**src/rtl/ram_seq_pkg.sv**
```systemverilog
package ram_seq_pkg;
  localparam int TIM_W = 4;

  typedef enum logic [3:0] {
    PH_IDLE, PH_SETUP, PH_AHOLD, PH_ACCESS, PH_WLEAD,
    PH_SELF, PH_ODIS, PH_WPULSE, PH_DHOLD, PH_PRECH
  } phase_e;

  // counts latched at acceptance; setup is consumed at once
  typedef struct packed {
    logic [TIM_W-1:0] ahold;
    logic [TIM_W-1:0] pulse;
    logic [TIM_W-1:0] prech;
    logic [TIM_W-1:0] access;
  } timing_t;
endpackage

```
**src/rtl/ram_seq_timer.sv**
```systemverilog
module ram_seq_timer #(
  parameter int W = 4
) (
  input  logic         clk_i,
  input  logic         rst_ni,
  input  logic         load_i,
  input  logic [W-1:0] val_i,
  output logic         done_o
);
  logic [W-1:0] cnt_q;

  always_ff @(posedge clk_i or negedge rst_ni) begin
    if (!rst_ni)            cnt_q <= '0;
    else if (load_i)        cnt_q <= val_i;
    else if (cnt_q != '0)   cnt_q <= cnt_q - 1'b1;
  end

  assign done_o = (cnt_q == '0);
endmodule

```
**src/rtl/ram_seq_capture.sv**
```systemverilog
module ram_seq_capture
  import ram_seq_pkg::*;
#(
  parameter int AW = 8,
  parameter int DW = 4
) (
  input  logic          clk_i,
  input  logic          rst_ni,
  input  logic          take_i,
  input  logic          write_i,
  input  logic          alt_i,
  input  logic [AW-1:0] addr_i,
  input  logic [DW-1:0] wdata_i,
  input  timing_t       tim_i,
  output logic          write_o,
  output logic          alt_o,
  output logic [AW-1:0] addr_o,
  output logic [DW-1:0] wdata_o,
  output timing_t       tim_o
);
  always_ff @(posedge clk_i or negedge rst_ni) begin
    if (!rst_ni) begin
      write_o <= 1'b0;
      alt_o   <= 1'b0;
      addr_o  <= '0;
      wdata_o <= '0;
      tim_o   <= '0;
    end else if (take_i) begin
      write_o <= write_i;
      alt_o   <= alt_i;
      addr_o  <= addr_i;
      wdata_o <= wdata_i;
      tim_o   <= tim_i;
    end
  end
endmodule

```
**src/rtl/ram_seq_fsm.sv**
```systemverilog
module ram_seq_fsm
  import ram_seq_pkg::*;
(
  input  logic             clk_i,
  input  logic             rst_ni,
  input  logic             start_i,
  input  logic             is_write_i,
  input  logic             alt_i,
  input  logic [TIM_W-1:0] setup_now_i,
  input  timing_t          tim_i,
  input  logic             done_i,
  output logic             load_o,
  output logic [TIM_W-1:0] load_val_o,
  output phase_e           phase_o,
  output logic             ready_o,
  output logic             strobe_n_o,
  output logic             sel_n_o,
  output logic             write_n_o,
  output logic             drive_o
);
  phase_e ph_q, ph_d;

  always_comb begin
    ph_d       = ph_q;
    load_val_o = '0;
    unique case (ph_q)
      PH_IDLE:   if (start_i) begin ph_d = PH_SETUP; load_val_o = setup_now_i; end
      PH_SETUP:  if (done_i) begin ph_d = PH_AHOLD; load_val_o = tim_i.ahold; end
      PH_AHOLD:  if (done_i) begin
                   if (!is_write_i) begin ph_d = PH_ACCESS; load_val_o = tim_i.access; end
                   else if (alt_i)  ph_d = PH_SELF;
                   else             ph_d = PH_WLEAD;
                 end
      PH_ACCESS: if (done_i) begin ph_d = PH_PRECH;  load_val_o = tim_i.prech;  end
      PH_WLEAD:  if (done_i) begin ph_d = PH_WPULSE; load_val_o = tim_i.pulse;  end
      PH_SELF:   if (done_i) begin ph_d = PH_ODIS;   load_val_o = tim_i.access; end
      PH_ODIS:   if (done_i) begin ph_d = PH_WPULSE; load_val_o = tim_i.pulse;  end
      PH_WPULSE: if (done_i) begin ph_d = PH_DHOLD;  load_val_o = tim_i.ahold;  end
      PH_DHOLD:  if (done_i) begin ph_d = PH_PRECH;  load_val_o = tim_i.prech;  end
      PH_PRECH:  if (done_i) ph_d = PH_IDLE;
      default:   ph_d = PH_IDLE;
    endcase
  end

  assign load_o = (ph_d != ph_q);

  always_ff @(posedge clk_i or negedge rst_ni) begin
    if (!rst_ni) ph_q <= PH_IDLE;
    else         ph_q <= ph_d;
  end

  // pin levels decoded straight from the phase register
  assign phase_o    = ph_q;
  assign ready_o    = (ph_q == PH_IDLE);
  assign strobe_n_o = (ph_q inside {PH_IDLE, PH_SETUP, PH_PRECH});
  assign sel_n_o    = !(ph_q inside {PH_ACCESS, PH_SELF, PH_ODIS, PH_WPULSE});
  assign write_n_o  = !(ph_q inside {PH_WLEAD, PH_ODIS, PH_WPULSE});
  assign drive_o    = (ph_q inside {PH_WLEAD, PH_WPULSE, PH_DHOLD});

  a_r1_idle_quiet: assert property (@(posedge clk_i) disable iff (!rst_ni)
    ready_o |-> (strobe_n_o && sel_n_o && write_n_o && !drive_o));

  a_r11_no_contention: assert property (@(posedge clk_i) disable iff (!rst_ni)
    drive_o |-> (sel_n_o || !write_n_o || strobe_n_o));

  a_r6_write_before_select: assert property (@(posedge clk_i) disable iff (!rst_ni)
    ($fell(sel_n_o) && !write_n_o) |-> $past(!write_n_o));

  a_r7_alt_release: assert property (@(posedge clk_i) disable iff (!rst_ni)
    ($fell(sel_n_o) && write_n_o && is_write_i) |=> (!write_n_o && !drive_o));

  a_r8_end_together: assert property (@(posedge clk_i) disable iff (!rst_ni)
    $rose(write_n_o) |-> (sel_n_o && !strobe_n_o && drive_o));
endmodule

```
**src/rtl/ram_strobe_seq.sv**
```systemverilog
module ram_strobe_seq
  import ram_seq_pkg::*;
#(
  parameter int AW = 8,
  parameter int DW = 4
) (
  input  logic          clk_i,
  input  logic          rst_ni,
  input  logic          req_valid_i,
  output logic          req_ready_o,
  input  logic          req_write_i,
  input  logic [AW-1:0] req_addr_i,
  input  logic [DW-1:0] req_wdata_i,
  input  logic          req_alt_order_i,
  input  logic [TIM_W-1:0] cfg_setup_i,
  input  logic [TIM_W-1:0] cfg_ahold_i,
  input  logic [TIM_W-1:0] cfg_pulse_i,
  input  logic [TIM_W-1:0] cfg_prech_i,
  input  logic [TIM_W-1:0] cfg_access_i,
  output logic          rsp_valid_o,
  output logic [DW-1:0] rsp_data_o,
  output logic [AW-1:0] ram_addr_o,
  output logic          ram_strobe_n_o,
  output logic          ram_sel1_n_o,
  output logic          ram_sel2_n_o,
  output logic          ram_write_n_o,
  output logic [DW-1:0] ram_dq_o,
  output logic          ram_dq_oe_o,
  input  logic [DW-1:0] ram_dq_i
);
  logic             start, cap_write, cap_alt, load, done, sel_n;
  logic [TIM_W-1:0] load_val;
  timing_t          tim_in, tim_cap;
  phase_e           phase;

  assign start  = req_valid_i && req_ready_o;
  assign tim_in = '{ahold: cfg_ahold_i, pulse: cfg_pulse_i,
                    prech: cfg_prech_i, access: cfg_access_i};

  ram_seq_capture #(.AW(AW), .DW(DW)) i_capture (
    .clk_i, .rst_ni, .take_i(start), .write_i(req_write_i), .alt_i(req_alt_order_i),
    .addr_i(req_addr_i), .wdata_i(req_wdata_i), .tim_i(tim_in),
    .write_o(cap_write), .alt_o(cap_alt), .addr_o(ram_addr_o),
    .wdata_o(ram_dq_o), .tim_o(tim_cap)
  );

  ram_seq_timer #(.W(TIM_W)) i_timer (
    .clk_i, .rst_ni, .load_i(load), .val_i(load_val), .done_o(done)
  );

  ram_seq_fsm i_fsm (
    .clk_i, .rst_ni, .start_i(start), .is_write_i(cap_write), .alt_i(cap_alt),
    .setup_now_i(cfg_setup_i), .tim_i(tim_cap), .done_i(done),
    .load_o(load), .load_val_o(load_val), .phase_o(phase), .ready_o(req_ready_o),
    .strobe_n_o(ram_strobe_n_o), .sel_n_o(sel_n), .write_n_o(ram_write_n_o),
    .drive_o(ram_dq_oe_o)
  );

  assign ram_sel1_n_o = sel_n;
  assign ram_sel2_n_o = sel_n;

  always_ff @(posedge clk_i or negedge rst_ni) begin
    if (!rst_ni) begin
      rsp_valid_o <= 1'b0;
      rsp_data_o  <= '0;
    end else begin
      rsp_valid_o <= (phase == PH_ACCESS) && done;
      if ((phase == PH_ACCESS) && done) rsp_data_o <= ram_dq_i;
    end
  end

  a_r3_addr_stable: assert property (@(posedge clk_i) disable iff (!rst_ni)
    !ram_strobe_n_o |-> $stable(ram_addr_o));

  a_r5_single_pulse: assert property (@(posedge clk_i) disable iff (!rst_ni)
    rsp_valid_o |=> !rsp_valid_o);

  a_r2_no_ready_busy: assert property (@(posedge clk_i) disable iff (!rst_ni)
    (req_valid_i && req_ready_o) |=> !req_ready_o);
endmodule

```
**config.mk**
```make
export PLATFORM = sky130hd
export DESIGN_NAME = ram_strobe_seq
export DESIGN_NICKNAME = d
export VERILOG_FILES = /design/src/rtl/ram_seq_pkg.sv /design/src/rtl/ram_seq_timer.sv /design/src/rtl/ram_seq_capture.sv /design/src/rtl/ram_seq_fsm.sv /design/src/rtl/ram_strobe_seq.sv
export SDC_FILE = /design/constraint.sdc
export NUM_CORES = 1
export LEC_CHECK = 0
export ABC_AREA = 1
export BUFFER_PORTS_ARGS = -buffer_cell sky130_fd_sc_hd__buf_4
export CORE_UTILIZATION = 49
export CTS_BUF_LIST = sky130_fd_sc_hd__clkbuf_8
export CTS_CLUSTER_SIZE = 40
export DETAILED_ROUTE_END_ITERATION = 12
export PLACE_DENSITY = 0.85
export SYNTH_ARGS = -nofsm -noshare
export SYNTH_HDL_FRONTEND = slang
export SYNTH_SLANG_ARGS = --single-unit
export TNS_END_PERCENT = 100
```
**constraint.sdc**
```tcl
create_clock -name clk_i -period 1.6 [get_ports clk_i]
set_input_delay 0.16 -clock clk_i [delete_from_list [all_inputs] [get_ports clk_i]]
set_output_delay 0.16 -clock clk_i [all_outputs]
set_load 0.02 [all_outputs]
```
# --- Word level (Yosys, flattened, before mapping) ---
# Cells that the tools add are included.
op_classes:
  eq_ne: 10
  n_shift: 0
  multipliers: 0
  bitwise_logic: 0
  reduce_logical: 15
  addsub: 1
  n_lt_le_gt_ge: 0
  muxes: 21
  n_div: 0
op_table:
  columns: ["operator", "n"]
  rows:
  - ["4-bit 2-to-1 mux", 18]
  - ["4-bit case mux with 8 select lines", 1]
  - ["4-bit case mux with 6 select lines", 1]
  - ["4-bit by 3-bit equality test with 1-bit output (second input constant)", 4]
  - ["3-bit nonzero test", 3]
  - ["4-bit by 2-bit equality test with 1-bit output (second input constant)", 2]
  - ["4-bit equality test (second input constant)", 2]
  - ["4-bit logical NOT", 2]
  - ["4-bit nonzero test", 2]
  - ["2-bit OR reduction", 3]
  - ["4-bit by 1-bit equality test with 1-bit output (second input constant)", 1]
  - ["4-bit != test", 1]
  - ["4-bit by 1-bit subtractor with 4-bit output (second input constant)", 1]
  - ["1-bit logical AND", 2]
  - ["1-bit logical NOT", 2]
  - ["2-bit nonzero test", 1]
  - ["1-bit 2-to-1 mux", 1]
word_totals:
  out_inout_bits: 23
  memories: 0
  input_bits: 41
  rom_bits: 0
  latchBits: 0
  reg_bits: 43
  mem_bits_rw: 0
  wordCells: 59

# --- Logic depth before layout (Yosys ltp) ---
# Gate-level depths: netlist of run 1.
logic_depth:
  word_depth: 6
  mapped_depth: 15
  mapped_depth_nobuf: 14

# --- Cells and area by module ---
# From an unflattened synthesis of run 1, not the netlist that was laid out.
unflattened:
  hier_cells: 329
  area_unflattened_um2: 2371.0
modules_own_cells:
  columns: ["mod", "cells_each", "seq_area_each_um2", "area_each_um2", "n_inst"]
  rows:
  - ["ram_seq_capture", 127, 750.7, 1122.3, 1]
  - ["ram_seq_fsm", 138, 100.1, 767.0, 1]
  - ["ram_seq_timer", 34, 100.1, 242.7, 1]
  - ["ram_strobe_seq", 30, 125.1, 239.0, 1]

# --- Least setup slack after synthesis of run 1 ---
# No wires, ideal clock.
synth_timing:
  kind: "flip-flop to flip-flop"
  startpoint: "register i_timer.cnt_q[0]"
  endpoint: "register i_timer.cnt_q[0]"
  n_path_buf: 1
  t_arrival_ns: 1.584
  setup_slack_ns: -0.097
  setup_time_ns: 0.113
  required_ns: 1.487
  synth_period_minus_slack_ns: 1.697
  stages_incl_launch_ff: 15
  cell_sequence: "dfrtp_1 > inv_1 > ha_1 > nand2_2 > buf_4 > nand2_2 > nand2_1 > nor2_1 > nand3_1 > nand2_2 > nand2_1 > nor2_2 > nand2_1 > nand2_1 > inv_1"
synth_between:
  elab_chain_cells: 5
  elab_cells_between_ends: 21
  classes_between: "1 x add/sub; 1 x eq/ne; 16 x mux; 3 x reduce/logical"
synth_rtl:
  columns: ["item", "line", "rtl"]
  rows:
  - ["start: declaration", "ram_seq_timer.sv:10", "logic [W-1:0] cnt_q;"]
  - ["start signal: assignment", "ram_seq_timer.sv:14", "else if (load_i) cnt_q <= val_i;"]
  - ["start signal: assignment", "ram_seq_timer.sv:15", "else if (cnt_q != '0) cnt_q <= cnt_q - 1'b1;"]
  - ["4-bit logical NOT", "ram_seq_timer.sv:18", "assign done_o = (cnt_q == '0);"]
  - ["4-bit 2-to-1 mux (tied with other cells)", "ram_seq_fsm.sv:40", "PH_PRECH: if (done_i) ph_d = PH_IDLE;"]
  - ["4-bit case mux with 8 select lines", "ram_seq_fsm.sv:26", "unique case (ph_q)"]
  - ["4-bit != test", "ram_seq_fsm.sv:45", "assign load_o = (ph_d != ph_q);"]
  - ["4-bit 2-to-1 mux / 2-bit nonzero test (equally long branches)", null, null]
# Parallel ways exist; a longest one is shown, timed or not. The select of a mux whose other input is x is not followed.
# A chain may end at the register's enable or synchronous reset.

# --- Worst setup path after layout of run 1 ---
layout_timing:
  startpoint: "register i_timer.cnt_q[1]"
  endpoint: "register i_timer.cnt_q[1]"
# Same word-level chain as after synthesis.

==> results of run 1 <==
cell usage in the layout, fill, tap and decap left out, drive strengths merged, types with 2 or more instances in the layout:
master,count
clkbuf,6
dfrtp,43
o21ai,3
xor2,3
buf,116
nand4,5
a21oi,4
clkinvlp,2
nor2,21
nand3,20
inv,15
nand2,167
a22oi,5
a21boi,3
worst reg2reg max path, cell delays in order (launching register included):
cell and delay (ns):
dfrtp_1 0.40, inv_2 0.07, ha_4 0.17, buf_6 0.12
nand3_4 0.08, a21oi_1 0.20, nand2_1 0.10, nand2_1 0.10
nand2_2 0.10, nand3_4 0.15, nand2_1 0.08, nand2_1 0.07
nand2_1 0.06
path summary, 6_finish.rpt:
kind / from / end / slack, ns
max in group asynchronous: rst_ni / i_fsm.phase_o[3] / 0.80
min in group asynchronous: rst_ni / i_fsm.phase_o[0] / 0.39
max: i_timer.cnt_q[1] / i_timer.cnt_q[1] / -0.21
min reg2reg: rsp_data_o[3] / rsp_data_o[3] / 0.48
max reg2reg: i_timer.cnt_q[1] / i_timer.cnt_q[1] / -0.21
min: req_wdata_i[0] / i_capture.wdata_o[0] / 0.05
power breakdown:
group	internal [uW]	leakage (uW)	switching (uW)
clock network	456	0.0000502	376
registers	1610	0.000532	373
logic	2280	0.00132	2800
total	4350	0.00190	3540
kinds of logic after synthesis:
logic type      after synthesis  share of synthesized area [%]
compound gates               17                           4.72
xor+xnor                      3                           1.14
fa+ha+maj                     1                          0.543
buf+inv                      26                           4.94
flops                        43                           46.7
simple gates                215                           42.0
per-stage QoR:
step / setup slack, ns / cells / instance area, um2 / power (uW)
detailed placement: -0.187 / 447 / 3090 / 6180
global placement: -0.170 / 447 / 3090 / 6060
global route: -0.291 / 472 / 3470 / 8430
floorplan: 0.00104 / 305 / 2330 / 4590
CTS: -0.0966 / 463 / 3350 / 7490
finish: -0.215 / 472 / 3470 / 7900
state kept, by name (all words and copies together) (netlist names):
| signal | flops |
|---|---|
| i_capture.write_o | 1 |
| i_fsm.phase_o | 4 |
| i_capture.alt_o | 1 |
| i_capture.tim_o | 16 |
| rsp_valid_o | 1 |
| i_capture.addr_o | 8 |
| i_timer.cnt_q | 4 |
| i_capture.wdata_o | 4 |
| rsp_data_o | 4 |
cell type report:
class	instances	area [um2]
Sequential cell	43	1080
Multi-Input combinational cell	236	1210
Fill cell	301	973
Clock inverter	2	37.5
Tap cell	52	65.1
Clock buffer	5	68.8
Timing Repair Buffer	118	948
Inverter	16	63.8
layer usage:
| metal | wire length [um] | up-vias | part of all wire, % |
|---|---|---|---|
| li1 | - | 1184 | - |
| met1 | 2640 | 1165 | 40 |
| met2 | 3460 | 84 | 53 |
| met3 | 355 | 16 | 5.4 |
| met4 | 111 | 0 | 1.7 |
| met5 | 0 | - | 0 |
timing repair:
| item | 4_1_cts | 5_1_grt |
|---|---|---|
| gates cloned | 0 | 1 |
| pin swaps | 12 | 6 |
| gates resized for setup | 24 | 12 |
| endpoints found under the hold margin | 43 | 0 |
| setup buffers | 8 | 8 |
| setup endpoints to repair | 30 | 31 |
| hold buffers | 1 | 0 |
==> flow_metrics.tcl, run 1 <==
set metrics [dict create \
    run_status "complete, but fails checks" \
    violations "design-rule violations, negative setup slack" \
    synth_top_cell_area_share_pct 46.7 \
    layout_min_cycle_time_ns 1.81 \
    finalSetupViolCount 6 \
    period_utilization_post_route_pct 113 \
    max_slew.worst_pin.slew_ns 0.552 \
    yosysSeqAreaShare_pct 46.7 \
    drt-initial-drc-count 122 \
    routed_wirelength_mm 6.57 \
    nets 462 \
    least_setup_slack_across_all_paths_after_layout_ns -0.215 \
    ant_diodes 0 \
    core_box_area_um2 4440 \
    ff2ff_path_depth 12 \
    grt_first_pass_wirelength_mm 10.4 \
    rsz0062_at_grt "yes" \
    power_leakage_uw 0.00190 \
    gp_congestion 0.918 \
    post_synth_num_cell_types 30 \
    start_kind "flop" \
    fmax_mhz 551 \
    clock-root-buffer "clkbuf_8" \
    drc 2 \
    drt-wirelength-per-cell_um 13.9 \
    finalHoldViolCount 0 \
    cp_data_arrival_time_ns 2.01 \
    synthDominantAreaCellType "dfrtp_1" \
    slew_headroom_pct 63.2 \
    timing.clock.skew_ns 0.00694 \
    vdd_ir_drop_max_uv 967 \
    numClockSinks 43 \
    holdCritPathClass "in2reg" \
    worst_skew_pair.late_latency_ns 0.30 \
    start_util_pct 51.9 \
    yosys-top-cells-area "dfrtp_1, nand2_1, nand3_1" \
    synthArstFlopShare_pct 100 \
    min_delay_path_depth 3 \
    critical_path.endpoint_type "flop" \
    design.die.area_um2 4980 \
    mappedNetlistArea_um2 2310 \
    grt_use_met3_pct 5.13 \
    grt_overflow 0 \
    yosys_warnings 0 \
    num_vias 2449 \
    critPathMostFrequentCell "nand2_1" \
    fin_util_pct 78.1 \
    gr-usage-met1_pct 31.6 \
    maxSlewViolCount 0 \
    netlist_top_cells_count "nand2_1, dfrtp_1, nand3_1, nor2_1, nand2_2" \
    grt_max_degree 44 \
    first_global_vias 2378 \
    h-tree-depth 2 \
    design.portCount 64 \
    max_stage_delay_ns 0.40 \
    number_of_buffers_created_by_cts 5 \
    totalNegativeSetupSlack_ns -0.852 \
    cts.reportedPaths.clkPinSlew_ns 0.08 \
    gr_util_met2_pct 47.6 \
    synth-edff-count 0 \
    per_cell_via_count_in_the_routed_design 5.19 \
    area_growth_syn_to_layout_pct 50.5 \
    postSynthNetCount 347 \
    fin_worst_hold_slack_ns 0.0481 \
    postSynth.topFlopCell "dfrtp_1" \
    initial_antenna_violation_count 0 \
    syn_inst 305 \
    firstDrtPassIters 8 \
    drive_gt1_share_pct 42.1 \
    die_width_um 70.6 \
    critPathMaxFanout 6 \
    worst_path_bufs_invs 2 \
    crit_path_cell_trace "inv_2, ha_4, buf_6, nand3_4, a21oi_1, nand2_1, nand2_1, nand2_2, nand3_4, nand2_1, nand2_1, nand2_1" \
    dieHeight_um 70.6 \
    ant_nets 0 \
    cp_data_required_time_ns 1.79 \
    criticalPathCategory "reg2reg" \
    place.port_buffers 63 \
    power_density_nw_per_um2 2270 \
    avgSynthCellArea_um2 7.56 \
    postSynthRegisterBits 43 \
    cts_tree "yes" \
    global_route_usage_over_all_layers_pct 26.5 \
    cpLargestDelayFamily "simple AND/OR/NAND/NOR gates" \
    yosys.cell_count.top_type "nand2_1" \
    top_usage_layer "met2" \
    timing.critical_path.depth 12 \
    clk_path_buf_depth 2 \
    hpwlAfterDp_mm 4.40 \
    worst_path_max_delay_cell "dfrtp_1" \
    row_count 24 \
    max_cap_violations 0 \
]
Power figures use the tool's default switching activity.
==> run 2: changes to the inputs <==
Settings changed: PLACE_DENSITY 0.85 to 0.84, SYNTH_HIERARCHICAL from default to 1.
==> run 2 against run 1 <==
The run ends with negative setup slack left. Flip-flop and latch count unchanged. Cell count up 8.1%. Wire length grew 30%. Synthesized area is 2.8% higher. Clock power decreased by 18%. Sequential power rose by 4%. Register-to-register slack got worse by 0.33 ns. Die area grew 2.7%. Combinational power up 28%. Core utilization is 7.7 points higher. Count of clock-buffer cells in the layout is the same.
==> flow_metrics.tcl, run 2 <==
set metrics [dict create \
    period_utilization_post_route_pct 134 \
    die_width_um 71.6 \
    drt-wirelength-per-cell_um 16.7 \
    design.portCount 64 \
    yosys-top-cells-area "dfrtp_1, nand2_1, nand3_1" \
    place_worst_setup_slack_ns -0.504 \
    holdCritPathClass "in2reg" \
    yosysSeqAreaShare_pct 45.4 \
    finalHoldViolCount 0 \
    cts_tree "yes" \
    hp-start "req_write_i" \
    clk_path_buf_depth 2 \
    nets 499 \
    worst_skew_pair.late_latency_ns 0.30 \
    avgSynthCellArea_um2 7.21 \
    criticalPathCategory "reg2reg" \
    layout.cells.most_common_list "nand2_1, buf_4, dfrtp_1" \
    postSynthNetCount 371 \
    synthDominantAreaCellType "dfrtp_1" \
    min_delay_path_depth 3 \
    ant_nets 0 \
    postSynth.topFlopCell "dfrtp_1" \
    start_util_pct 52.6 \
    ff2ff_path_depth 17 \
    first_global_vias 2475 \
    drt-initial-drc-count 289 \
    timing.rr.start "i_timer/cnt_q[1]" \
    timing.clock.skew_ns 0.00676 \
    h-tree-depth 2 \
    power_leakage_uw 0.00207 \
    synth_top_cell_area_share_pct 45.4 \
    max_slew.worst_pin.slew_ns 0.563 \
    largest_register "i_capture/tim_o" \
    synth-edff-count 0 \
    dieHeight_um 71.6 \
    rsz0062_at_grt "yes" \
    layout_min_cycle_time_ns 2.14 \
    clock-root-buffer "clkbuf_8" \
    area_growth_syn_to_layout_pct 63.1 \
    vdd_ir_drop_max_uv 1200 \
    per_cell_via_count_in_the_routed_design 5.65 \
    fmax_mhz 467 \
    cp_data_arrival_time_ns 2.33 \
    worst_setup_path_startpoint "i_timer/cnt_q[1]" \
    hpwlAfterDp_mm 4.43 \
    postSynthRegisterBits 43 \
    netlist_top_cells_count "nand2_1, dfrtp_1, nand3_1, inv_1" \
    least_setup_slack_across_all_paths_after_layout_ns -0.541 \
    post_synth_num_cell_types 24 \
    critical_path.endpoint_type "flop" \
    cts.reportedPaths.clkPinSlew_ns 0.09 \
    critPathMaxFanout 7 \
    drive_gt1_share_pct 47.2 \
    top_flop_regs "i_capture/tim_o: 16 flops, i_capture/addr_o: 8 flops" \
    start_kind "flop" \
    slew_headroom_pct 62.5 \
    routed_wirelength_mm 8.52 \
    cp_data_required_time_ns 1.79 \
    global_route_usage_over_all_layers_pct 26.9 \
    mappedNetlistArea_um2 2370 \
    fin_util_pct 85.8 \
    gp_congestion 0.896 \
    firstDrtPassIters 5 \
    grt_overflow 0 \
    syn_inst 329 \
    run_status "complete, but fails checks" \
    finalSetupViolCount 39 \
    yosys.cell_count.top_type "nand2_1" \
    drc 0 \
    power_density_nw_per_um2 2390 \
    grt_max_degree 44 \
    numClockSinks 43 \
    place.port_buffers 63 \
    max_cap_violations 0 \
    initial_antenna_violation_count 0 \
    layout.cells.most_common "nand2_1" \
    largest_reg_flops 16 \
    yosys_warnings 6 \
    design.die.area_um2 5120 \
    ant_diodes 0 \
    num_vias 2881 \
    synthArstFlopShare_pct 100 \
    number_of_buffers_created_by_cts 5 \
    core_box_area_um2 4500 \
    row_count 24 \
    grt_first_pass_wirelength_mm 10.8 \
    maxSlewViolCount 0 \
    violations "negative setup slack" \
    power.total_uw 9230 \
]
==> run 2: report_power, final <==
part / switching, uW / internal (uW)
registers: 447 / 1610
logic: 3570 / 2930
clock network: 382 / 299
total: 4400 / 4840
==> run 2: final cells by class <==
class                      count  area, um2
tap                           52       65.1
clock inverter                 3       16.3
clock buffer                   5       68.8
timing repair inverter         3       38.8
multi-input combinational    250       1360
sequential                    43       1080
inverter                      24        126
timing repair buffer         130       1110
fill                         230        638
==> run 2: worst max-delay path, stage by stage (launching register included) <==
cell and delay [ns]:
dfrtp_1 0.38, inv_2 0.07, ha_4 0.17, nand2_4 0.09, inv_8 0.06, buf_6 0.13
nor2_1 0.16, inv_1 0.12, nand2_1 0.14, nand4_1 0.10, nand2_1 0.09, nor2_2 0.05
nand2_2 0.13, inv_2 0.08, nand2_1 0.10, inv_1 0.05, nand2_1 0.05, nand2_1 0.06
==> run 2: repair_timing <==
action | CTS | global route
hold buffers | 1 | 0
cloned | 0 | 5
endpoints found under the hold margin | 43 | 0
gates resized for setup | 41 | 72
setup buffers | 12 | 12
endpoints found under the setup margin | 38 | 44
pin swaps | 17 | 19
==> run 2: routing by layer <==
metal | wire length (um) | share of wire [%] | track usage (%) | up-vias
li1 | - | - | - | 1297
met1 | 3130 | 37 | 32.0 | 1338
met2 | 4310 | 51 | 48.4 | 190
met3 | 588 | 6.9 | 6.05 | 56
met4 | 481 | 5.6 | 8.50 | 0
met5 | 0 | 0 | 0 | -
==> run 2: final timing paths <==
| path | endpoint | slack, ns |
|---|---|---|
| setup / recovery | i_timer/cnt_q[3] | -0.54 |
| hold reg to reg | i_capture/addr_o[1] | 0.48 |
| min in group asynchronous | i_fsm/phase_o[0] | 0.38 |
| hold / removal | i_capture/write_o | 0.06 |
| setup reg to reg | i_timer/cnt_q[3] | -0.54 |
| max in group asynchronous | i_fsm/phase_o[1] | 0.79 |
==> run 2: cells by family (layout without fill, tap and decap cells) <==
group | Yosys count | in the layout | synth area share, %
AND/OR/NAND/NOR | 227 | 227 | 42.1
buffers and inverters | 36 | 165 | 6.86
adder cells (fa/ha/maj) | 1 | 1 | 0.528
flip-flops | 43 | 43 | 45.4
XOR/XNOR | 1 | 1 | 0.369
AO/OA/AOI/OAI | 21 | 21 | 4.75
==> run 2: through the flow <==
stage | cells | cell area (um2) | TNS [ns] | hold WS, ns
2_1_floorplan | 329 | 2380 | -1.42 | -0.136
3_3_place_gp | 473 | 3150 | -8.58 | 0.182
3_5_place_dp | 473 | 3150 | -10.09 | 0.188
4_1_cts | 494 | 3460 | -1.48 | 0.0534
5_1_grt | 510 | 3870 | -5.75 | 0.0555
6_report | 510 | 3870 | -3.50 | 0.0569
==> run 3: changes to the inputs <==
Settings changed: BUFFER_PORTS_ARGS -buffer_cell sky130_fd_sc_hd__buf_4 to default, CORE_UTILIZATION 49 to 59, DONT_BUFFER_PORTS from default to 1.
==> run 3 against run 2 <==
Synthesized cell count unchanged. The flow now stops in 5_1_grt. Synthesized area did not move.
==> flow_metrics.tcl, run 3 <==
set metrics [dict create \
    run_status "did not finish" \
    outcome.stop_stage "5_1_grt" \
    toolErrorMsg "[ERROR DPL-0038] Utilization greater than 100%, impossible to legalize" \
    synth_adder_area_share_pct 0.528 \
    postSynthNetCount 371 \
    synth_xor_xnor_area_share_pct 0.369 \
    synth_top_family_by_area "simple AND/OR/NAND/NOR gates" \
    h-tree-depth 2 \
    yosysSeqAreaShare_pct 45.4 \
    die_width_um 65.4 \
    grt_max_degree 44 \
    mappedNetlistArea_um2 2370 \
    synthDominantAreaCellType "dfrtp_1" \
    netlist_top_cells_count "nand2_1, dfrtp_1, nand3_1, inv_1" \
    post_synth_and_or_nand_nor_area_fraction_pct 42.1 \
    row_count 22 \
    design.portCount 64 \
    dieHeight_um 65.4 \
    start_util_pct 63.3 \
    synth-edff-count 0 \
    synth_top_cell_area_share_pct 45.4 \
    hpwlAfterDp_mm 4.24 \
    clk_path_buf_depth 2 \
    yosys_warnings 6 \
    post_synth_mux_area_share_pct 0 \
    dpl-instance-area_um2 2740 \
    syn_inst 329 \
    yosys.cell_count.top_type "nand2_1" \
    postSynth.topFlopCell "dfrtp_1" \
    yosys-top-cells-area "dfrtp_1, nand2_1, nand3_1" \
    post_synth_num_cell_types 24 \
    synth-compound-area-share_pct 4.75 \
    worstEndpointType "register input" \
    place_worst_setup_slack_ns -0.495 \
    clock-root-buffer "clkbuf_8" \
    place.port_buffers 0 \
    number_of_buffers_created_by_cts 5 \
    postSynthRegisterBits 43 \
    gp_congestion 0.911 \
    avgSynthCellArea_um2 7.21 \
    synthArstFlopShare_pct 100 \
    numClockSinks 43 \
    globalroute.repair_timing.worst_endpoint "i_timer/cnt_q[1]$_DFFE_PN0P_/D" \
]
run 3: logic make-up after synthesis:
| group | Yosys count |
|---|---|
| xor gates and xnor gates | 1 |
| and+or+nand+nor | 227 |
| AOI/OAI and AO/OA | 21 |
| adders and majority gates | 1 |
| DFF | 43 |
| buffers and inverters | 36 |
run 3: repair_timing:
action / CTS
resized for setup: 37
endpoints found under the setup margin: 42
buffers inserted: 6
pin swaps: 14
hold endpoints to repair: 77
hold buffers: 36
run 3: through the flow:
stage | instances | TNS (ns)
2_1_floorplan | 329 | -1.42
3_3_place_gp | 413 | -7.75
3_5_place_dp | 413 | -9.15
4_1_cts | 463 | -1.09
==> run 4: changes to the inputs <==
Settings changed: CORE_UTILIZATION 59 to 40, CTS_BUF_LIST sky130_fd_sc_hd__clkbuf_8 to default, CTS_CLUSTER_SIZE 40 to default, PLACE_DENSITY 0.84 to default, PLACE_DENSITY_LB_ADDON from default to 0.15.
Clock period 1.6 ns to 2.08 ns, I/O delays scaled along.
==> run 4 against run 3 <==
The run now ends clean.
==> flow_metrics.tcl, run 4 (same netlist as run 2, synthesis figures left out) <==
set metrics [dict create \
    regArea_um2 1080 \
    vdd_ir_drop_max_uv 681 \
    finalSetupViolCount 0 \
    number_of_buffers_created_by_cts 5 \
    power_density_nw_per_um2 1780 \
    critical_path.endpoint_type "flop" \
    timing.clock.skew_ns 0.00794 \
    layout.cells.most_common "nand2_1" \
    ant_diodes 0 \
    fmax_mhz 517 \
    ant_nets 0 \
    hpwlAfterDp_mm 3.91 \
    cp_data_required_time_ns 2.27 \
    h-tree-depth 2 \
    routed_wirelength_mm 5.60 \
    cp_data_arrival_time_ns 2.13 \
    layout.cells.most_common_list "nand2_1, dfrtp_1, nand3_1, buf_4, nor2_1" \
    design.die.area_um2 6240 \
    place_worst_setup_slack_ns -0.0839 \
    power.total_uw 5010 \
    cts_tree "yes" \
    run_status "complete, no violations" \
    multi_input_area_um2 1190 \
    grt_overflow 0 \
    max_cap_violations 0 \
    finalHoldViolCount 0 \
    worst_skew_pair.late_latency_ns 0.30 \
    holdCritPathClass "in2reg" \
    core_box_area_um2 5610 \
    grt_max_degree 44 \
    first_global_vias 2093 \
    layout_min_cycle_time_ns 1.93 \
    row_count 27 \
    numClockSinks 43 \
    top_flop_regs "i_capture/tim_o: 16 flops, i_capture/addr_o: 8 flops" \
    initial_antenna_violation_count 0 \
    clk_path_buf_depth 2 \
    die_width_um 79.0 \
    cts.reportedPaths.clkPinSlew_ns 0.09 \
    totalNegativeSetupSlack_ns 0 \
    start_kind "flop" \
    area_growth_syn_to_layout_pct 18.8 \
    criticalPathCategory "reg2reg" \
    design.portCount 64 \
    slew_headroom_pct 67.5 \
    global_route_usage_over_all_layers_pct 19.4 \
    dieHeight_um 79.0 \
    place.port_buffers 0 \
    fin_util_pct 50.2 \
    drive_gt1_share_pct 19.7 \
    drt-wirelength-per-cell_um 13.1 \
    grt_first_pass_wirelength_mm 9.43 \
    gp_congestion 0.908 \
    per_cell_via_count_in_the_routed_design 4.98 \
    drc 0 \
    largest_reg_flops 16 \
    least_setup_slack_across_all_paths_after_layout_ns 0.146 \
    firstDrtPassIters 4 \
    largest_register "i_capture/tim_o" \
    clock-root-buffer "clkbuf_8" \
    n_fill_cell 588 \
    start_util_pct 42.3 \
    critPathMaxFanout 7 \
    max_slew.worst_pin.slew_ns 0.486 \
    drt-initial-drc-count 102 \
    num_vias 2126 \
    maxSlewViolCount 0 \
    period_utilization_post_route_pct 93.0 \
    power_leakage_uw 0.00148 \
    nets 396 \
]
run 4: critical path, cell delays in order, from the launching register on:
cell	delay [ns]
dfrtp_2	0.45
nor2_4	0.18
nand2_4	0.09
inv_8	0.09
nand2_2	0.07
o21ai_2	0.07
nand2_2	0.07
nand3_2	0.06
nand2_1	0.05
nand2_1	0.09
nand2_1	0.06
nor2_1	0.12
nand2_2	0.12
inv_2	0.10
nand3_4	0.09
nand2_2	0.06
o21ai_1	0.05
run 4: layout make-up:
cell class | instances | area share, %
inverter | 24 | 3.73
sequential | 43 | 38.2
clock inverter | 3 | 0.933
multi-input combinational | 250 | 42.2
timing repair buffer | 30 | 9.28
clock buffer | 5 | 2.44
tap | 72 | 3.20
run 4: where the power goes:
part	switching, uW	internal (uW)
logic	1680	1050
clock network	321	247
registers	477	1230
total	2480	2530
run 4: layer usage:
layer	global-route usage (%)	up-vias	wire length, um
li1	-	1083	-
met5	0	-	0
met1	23.8	981	2500
met3	4.71	6	254
met4	6.91	0	80
met2	33.2	56	2770
run 4: what timing repair did:
item                                    4_1_cts  5_1_grt
endpoints found under the setup margin        4       34
hold endpoints to repair                     47        0
setup buffers                                 1        3
gates resized for setup                       1       29
pin swaps                                     0        7
hold buffers                                  6        0
run 4: final timing paths:
kind	endpoint	cells past startpoint	from	slack (ns)
setup / recovery	i_timer/cnt_q[1]	16	i_timer/cnt_q[2]	0.15
hold / removal	i_capture/wdata_o[1]	2	req_wdata_i[1]	0.02
hold reg to reg	i_capture/tim_o[6]	2	i_capture/tim_o[6]	0.48
setup reg to reg	i_timer/cnt_q[1]	16	i_timer/cnt_q[2]	0.15
max in group asynchronous	i_timer/cnt_q[2]	2	rst_ni	1.45
min in group asynchronous	i_fsm/phase_o[1]	2	rst_ni	0.43
run 4: through the flow:
| stage | hold slack (ns) | cells | instance area, um2 |
|---|---|---|---|
| 6_report | 0.0177 | 427 | 2820 |
| 5_1_grt | 0.00163 | 427 | 2820 |
| 4_1_cts | 0.000241 | 424 | 2720 |
| 3_5_place_dp | -0.0859 | 409 | 2540 |
| 3_3_place_gp | -0.0859 | 409 | 2540 |
| 2_1_floorplan | -0.0876 | 329 | 2370 |
